==> src/rtl/alu_pkg.sv <==
package alu_pkg;

  typedef enum logic [2:0] {
    OP_ZERO  = 3'd0,
    OP_BSUBA = 3'd1,
    OP_ASUBB = 3'd2,
    OP_ADD   = 3'd3,
    OP_XOR   = 3'd4,
    OP_OR    = 3'd5,
    OP_AND   = 3'd6,
    OP_ONES  = 3'd7
  } alu_op_e;

  function automatic logic is_arith(input alu_op_e op);
    return (op == OP_BSUBA) || (op == OP_ASUBB) || (op == OP_ADD);
  endfunction

  function automatic logic is_sub(input alu_op_e op);
    return (op == OP_BSUBA) || (op == OP_ASUBB);
  endfunction

endpackage

==> src/rtl/alu_slice.sv <==
module alu_slice #(
  parameter int W = 4
) (
  input  logic [W-1:0]     a,
  input  logic [W-1:0]     b,
  input  alu_pkg::alu_op_e op,
  input  logic             cin,
  output logic [W-1:0]     f,
  output logic             cout,
  output logic             ovf
);
  import alu_pkg::*;
  localparam int MSB = W - 1;

  // Ripple adder returning {carry out, carry into MSB, sum}.
  function automatic logic [W+1:0] ripple(input logic [W-1:0] x,
                                          input logic [W-1:0] y,
                                          input logic c0);
    logic [W-1:0] s;
    logic c, c_msb;
    c = c0;
    c_msb = 1'b0;
    for (int i = 0; i < W; i++) begin
      if (i == MSB) c_msb = c;
      s[i] = x[i] ^ y[i] ^ c;
      c    = (x[i] & y[i]) | (x[i] & c) | (y[i] & c);
    end
    return {c, c_msb, s};
  endfunction

  logic [W-1:0] opx, opy, sum;
  logic         arith, c_into_msb, c_out_msb;

  always_comb begin
    unique case (op)
      OP_BSUBA: begin opx = b; opy = ~a; end
      OP_ASUBB: begin opx = a; opy = ~b; end
      default:  begin opx = a; opy = b;  end
    endcase
  end

  assign arith = is_arith(op);
  assign {c_out_msb, c_into_msb, sum} = ripple(opx, opy, cin);

  always_comb begin
    unique case (op)
      OP_ZERO: f = '0;
      OP_ONES: f = '1;
      OP_XOR:  f = a ^ b;
      OP_OR:   f = a | b;
      OP_AND:  f = a & b;
      default: f = sum;
    endcase
  end

  assign cout = arith & c_out_msb;
  assign ovf  = arith & (c_into_msb ^ c_out_msb);

  always_comb begin
    if (op == OP_ZERO)
      a_r2_zero_const: assert (f == '0 && !cout && !ovf);
    if (op == OP_ONES)
      a_r3_ones_const: assert (f == '1 && !cout && !ovf);
    if (op == OP_XOR || op == OP_OR || op == OP_AND)
      a_r7_logic_no_flags: assert (!cout && !ovf);
    if (ovf)
      a_r8_ovf_sign_flip: assert (arith && opx[MSB] == opy[MSB] && f[MSB] != opx[MSB]);
  end

endmodule

==> src/rtl/alu_cascade.sv <==
module alu_cascade #(
  parameter int SLICE_W = 4,
  parameter int SLICES  = 2
) (
  input  logic [SLICE_W*SLICES-1:0] a,
  input  logic [SLICE_W*SLICES-1:0] b,
  input  alu_pkg::alu_op_e          op,
  output logic [SLICE_W*SLICES-1:0] f,
  output logic                      cout,
  output logic                      ovf
);
  import alu_pkg::*;

  logic [SLICES:0]   chain;
  logic [SLICES-1:0] ovf_s;

  assign chain[0] = is_sub(op);

  for (genvar g = 0; g < SLICES; g++) begin : g_slice
    alu_slice #(.W(SLICE_W)) u_slice (
      .a    (a[g*SLICE_W +: SLICE_W]),
      .b    (b[g*SLICE_W +: SLICE_W]),
      .op   (op),
      .cin  (chain[g]),
      .f    (f[g*SLICE_W +: SLICE_W]),
      .cout (chain[g+1]),
      .ovf  (ovf_s[g])
    );
  end

  assign cout = chain[SLICES];
  assign ovf  = ovf_s[SLICES-1];

  always_comb begin
    if (op == OP_ADD)
      a_r4_no_injected_carry: assert (chain[0] == 1'b0);
    if (is_sub(op))
      a_r9_sub_injects_carry: assert (chain[0] == 1'b1);
    if (!is_arith(op))
      a_r9_chain_quiet: assert (chain == '0 && ovf_s == '0);
  end

endmodule

==> src/rtl/alu8_top.sv <==
module alu8_top #(
  parameter int WIDTH   = 8,
  parameter int SLICE_W = 4
) (
  input  logic [WIDTH-1:0] a,
  input  logic [WIDTH-1:0] b,
  input  logic [2:0]       sel,
  output logic [WIDTH-1:0] f,
  output logic             cout,
  output logic             ovf
);
  import alu_pkg::*;
  localparam int SLICES = WIDTH / SLICE_W;

  alu_op_e op;
  assign op = alu_op_e'(sel);

  alu_cascade #(.SLICE_W(SLICE_W), .SLICES(SLICES)) u_cascade (
    .a    (a),
    .b    (b),
    .op   (op),
    .f    (f),
    .cout (cout),
    .ovf  (ovf)
  );

  always_comb begin
    if (ovf)
      a_r8_ovf_only_arith: assert (sel == 3'd1 || sel == 3'd2 || sel == 3'd3);
  end

endmodule

==> config.mk <==
export PLATFORM = sky130hd
export DESIGN_NAME = alu8_top
export DESIGN_NICKNAME = d
export VERILOG_FILES = /design/src/rtl/alu_pkg.sv /design/src/rtl/alu_slice.sv /design/src/rtl/alu_cascade.sv /design/src/rtl/alu8_top.sv
export SDC_FILE = /design/constraint.sdc
export NUM_CORES = 1
export LEC_CHECK = 0
export ABC_AREA = 1
export CORE_MARGIN = 2
export CORE_UTILIZATION = 55
export DETAILED_ROUTE_END_ITERATION = 12
export MAX_ROUTING_LAYER = met4
export PLACE_DENSITY = 0.95
export SLEW_MARGIN = 20
export SYNTH_ARGS = -nofsm -noshare
export SYNTH_HDL_FRONTEND = slang
export SYNTH_SLANG_ARGS = --single-unit
==> constraint.sdc <==
create_clock -name vclk -period 12.2
set_input_delay 3.05 -clock vclk [all_inputs]
set_output_delay 3.05 -clock vclk [all_outputs]
set_load 0.03 [all_outputs]
==> impl_metrics.tcl <==
set metrics [dict create \
    detailed_placer_s_ending_hpwl_mm 2.11 \
    setup.worst_path.end_class "output port" \
    p_clk_share_pct 0 \
    start_kind "primary input" \
    required_ps 9150 \
    fillerInstances 141 \
    numPortBuffers 29 \
    worst-path-max-fanout 10 \
    gr-usage-met1_pct 36.2 \
    synth.lib_cells_used.distinct 23 \
    total_switching_power_mw 0.0373 \
    maxCapViolCount 0 \
    hold_buffers 0 \
    synthesis.instances 150 \
    tightestPinTransition_ps 586 \
    fin_worst_hold_slack_ps 7470 \
    i_o_pin_count 29 \
    flow.area_growth_from_synthesis_pct 29.1 \
    ir_drop_uv 36.7 \
    routed-via-count 1118 \
    worstHoldPathType "in -> out" \
    library_cell_with_the_largest_summed_area_after_synthesis "sky130_fd_sc_hd__ha_1" \
    yosysMostFrequentCell "sky130_fd_sc_hd__nand2_1" \
    worst_slew_margin_rel_pct 60.8 \
    yosys.area.top_type_share_pct 21.4 \
    finalMaxSlewViolations 0 \
    arrival_ps 7840 \
    post_synth.cell_area_avg_sq_um 6.61 \
    fin_crit_sh_pct 89.3 \
    rows 15 \
    hold_path_depth 6 \
    power_density_nw_per_um2 50.3 \
    synth.yosys.warnings 0 \
    detail-route-antenna-nets 0 \
    setup_repair_after_global_routing_missed_its_margin "false" \
    use_met3_pct 1.18 \
    internal-power_mw 0.0271 \
    wirelength_mm 2.64 \
    seq_cell_count 0 \
    nets 219 \
    postCtsSetupRepairBufs 0 \
    sw_share_pct 57.9 \
    die_h_um 46.5 \
    sequential_cell_area_sq_um 0 \
    first_pass_iters 5 \
    groute.usage.overall_pct 28.0 \
    worst-setup-path-type "in -> out" \
    core_area_sq_um 1710 \
    drt_iter0_markers 36 \
    top_usage_layer "met2" \
    die_w_um 46.5 \
    placed_cell_area_sq_um 1280 \
    clock.fmax_ghz 0.0918 \
    initial_utilization_pct 58.1 \
    period_minus_slack_ps 10890 \
    antenna_found_initial 0 \
    post_synth_most_frequent_cells "sky130_fd_sc_hd__nand2_1 (37), sky130_fd_sc_hd__inv_1 (24), sky130_fd_sc_hd__ha_1 (17)" \
    cellLeakagePower_nw 0.621 \
    floorplan.die_area_sq_um 2160 \
    final-hold-violation-count 0 \
    timing.final.setup_violations 0 \
    drc_viols 0 \
    finish.instance_area_sq_um 1280 \
    nClkBuffers 0 \
    grt_overflow 0 \
    number_of_global_route_vias_before_repair 987 \
    final_layout_size_suffix_gt1_share_pct 6.86 \
    outcome "finished clean" \
    yosysSeqAreaShare_pct 0 \
    first_pass_grt_wire_length_mm 4.33 \
    routability_driven_placement_congestion_ratio 0.933 \
    wl_per_cell_um 13.2 \
    synth_area_leaders "sky130_fd_sc_hd__ha_1 (21%), sky130_fd_sc_hd__nand2_1 (14%), sky130_fd_sc_hd__fa_1 (12%)" \
    comb_power_share_pct 100.0 \
    post_cts_resize_count 0 \
    met2_usage_grt_pct 48.6 \
    synthesized_net_count 192 \
    power.sequential.fraction_pct 0 \
    grt_start_max_net_pins 27 \
    detailed_route_vias_per_instance 5.59 \
    multi_input_area_sq_um 852 \
    syn_area_sq_um 992 \
    num_antenna_cells 0 \
    finalSetupTns_ps 0 \
]
-- final timing paths --
path	startpoint	end	slack, ps
worst max-delay path	sel[0]	f[6]	1310
worst min-delay path	a[7]	cout	7470
-- power groups by stage --
| stage | combinational (mW) | sequential (mW) | clock, mW |
|---|---|---|---|
| 4_1_cts | 0.0642 | 0 | 0 |
| 2_1_floorplan | 0.0393 | 0 | 0 |
| 3_5_place_dp | 0.0634 | 0 | 0 |
| 5_1_grt | 0.0699 | 0 | 0 |
| 3_3_place_gp | 0.0618 | 0 | 0 |
| 6_report | 0.0644 | 0 | 0 |
-- routing by layer --
| layer | share of wire (%) | vias up |
|---|---|---|
| met4 | 0 | 0 |
| met5 | 0 | - |
| met1 | 43 | 518 |
| met3 | 5.0 | 0 |
| met2 | 52 | 46 |
| li1 | - | 554 |
-- cells in the final DEF (no fill, tap or decap) --
cell                              count
sky130_fd_sc_hd__nand2_1             37
sky130_fd_sc_hd__clkdlybuf4s50_1     29
sky130_fd_sc_hd__inv_1               24
sky130_fd_sc_hd__ha_1                17
sky130_fd_sc_hd__nand3_1              9
sky130_fd_sc_hd__o211ai_1             9
sky130_fd_sc_hd__o21ai_0              7
sky130_fd_sc_hd__nor2_1               7
sky130_fd_sc_hd__o21ai_1              7
sky130_fd_sc_hd__fa_1                 6
sky130_fd_sc_hd__o2111ai_1            4
sky130_fd_sc_hd__inv_2                3
sky130_fd_sc_hd__nor2_2               3
sky130_fd_sc_hd__nand3_4              2
sky130_fd_sc_hd__nor3_4               2
sky130_fd_sc_hd__nand4_1              2
sky130_fd_sc_hd__a21oi_1              2
sky130_fd_sc_hd__inv_4                1
sky130_fd_sc_hd__o22ai_1              1
sky130_fd_sc_hd__a31oi_1              1
sky130_fd_sc_hd__nand2_2              1
sky130_fd_sc_hd__xor2_1               1
-- cell type report --
| cell class | count | share of cell area, % |
|---|---|---|
| multi-input cells | 118 | 66.5 |
| repair buffers | 29 | 22.7 |
| inverters | 28 | 8.40 |
| well taps | 25 | 2.44 |
-- cell families (layout without fill, tap and decap cells) --
kind of cell	count (synthesis)	after routing	synth area share, %
simple gates	63	63	31.8
buf+inv	32	57	14.1
compound gates	31	31	19.7
fa+ha+maj	23	23	33.5
xor+xnor	1	1	0.883
-- critical path, cell delays in order --
cell	delay, ps
sky130_fd_sc_hd__clkdlybuf4s50_1	810
sky130_fd_sc_hd__inv_2	120
sky130_fd_sc_hd__nand3_4	170
sky130_fd_sc_hd__inv_1	120
sky130_fd_sc_hd__nand2_1	70
sky130_fd_sc_hd__o211ai_1	110
sky130_fd_sc_hd__fa_1	420
sky130_fd_sc_hd__fa_1	400
sky130_fd_sc_hd__fa_1	380
sky130_fd_sc_hd__inv_1	60
sky130_fd_sc_hd__nor2_1	40
sky130_fd_sc_hd__fa_1	380
sky130_fd_sc_hd__fa_1	380
sky130_fd_sc_hd__inv_1	80
sky130_fd_sc_hd__fa_1	410
sky130_fd_sc_hd__o21ai_1	140
sky130_fd_sc_hd__clkdlybuf4s50_1	680
-- through the flow --
| stage | instances | util [%] | worst slack [ps] | total power [mW] |
|---|---|---|---|---|
| 2_1_floorplan | 150 | - | 2500 | 0.0393 |
| 3_3_place_gp | 200 | 75.0 | 1470 | 0.0618 |
| 3_5_place_dp | 200 | 75.0 | 1340 | 0.0634 |
| 6_report | 200 | 75.0 | 1310 | 0.0644 |
| 4_1_cts | 200 | 75.0 | 1330 | 0.0642 |
| 5_1_grt | 200 | 75.0 | 1090 | 0.0699 |
(Power assumes the default switching activity.)
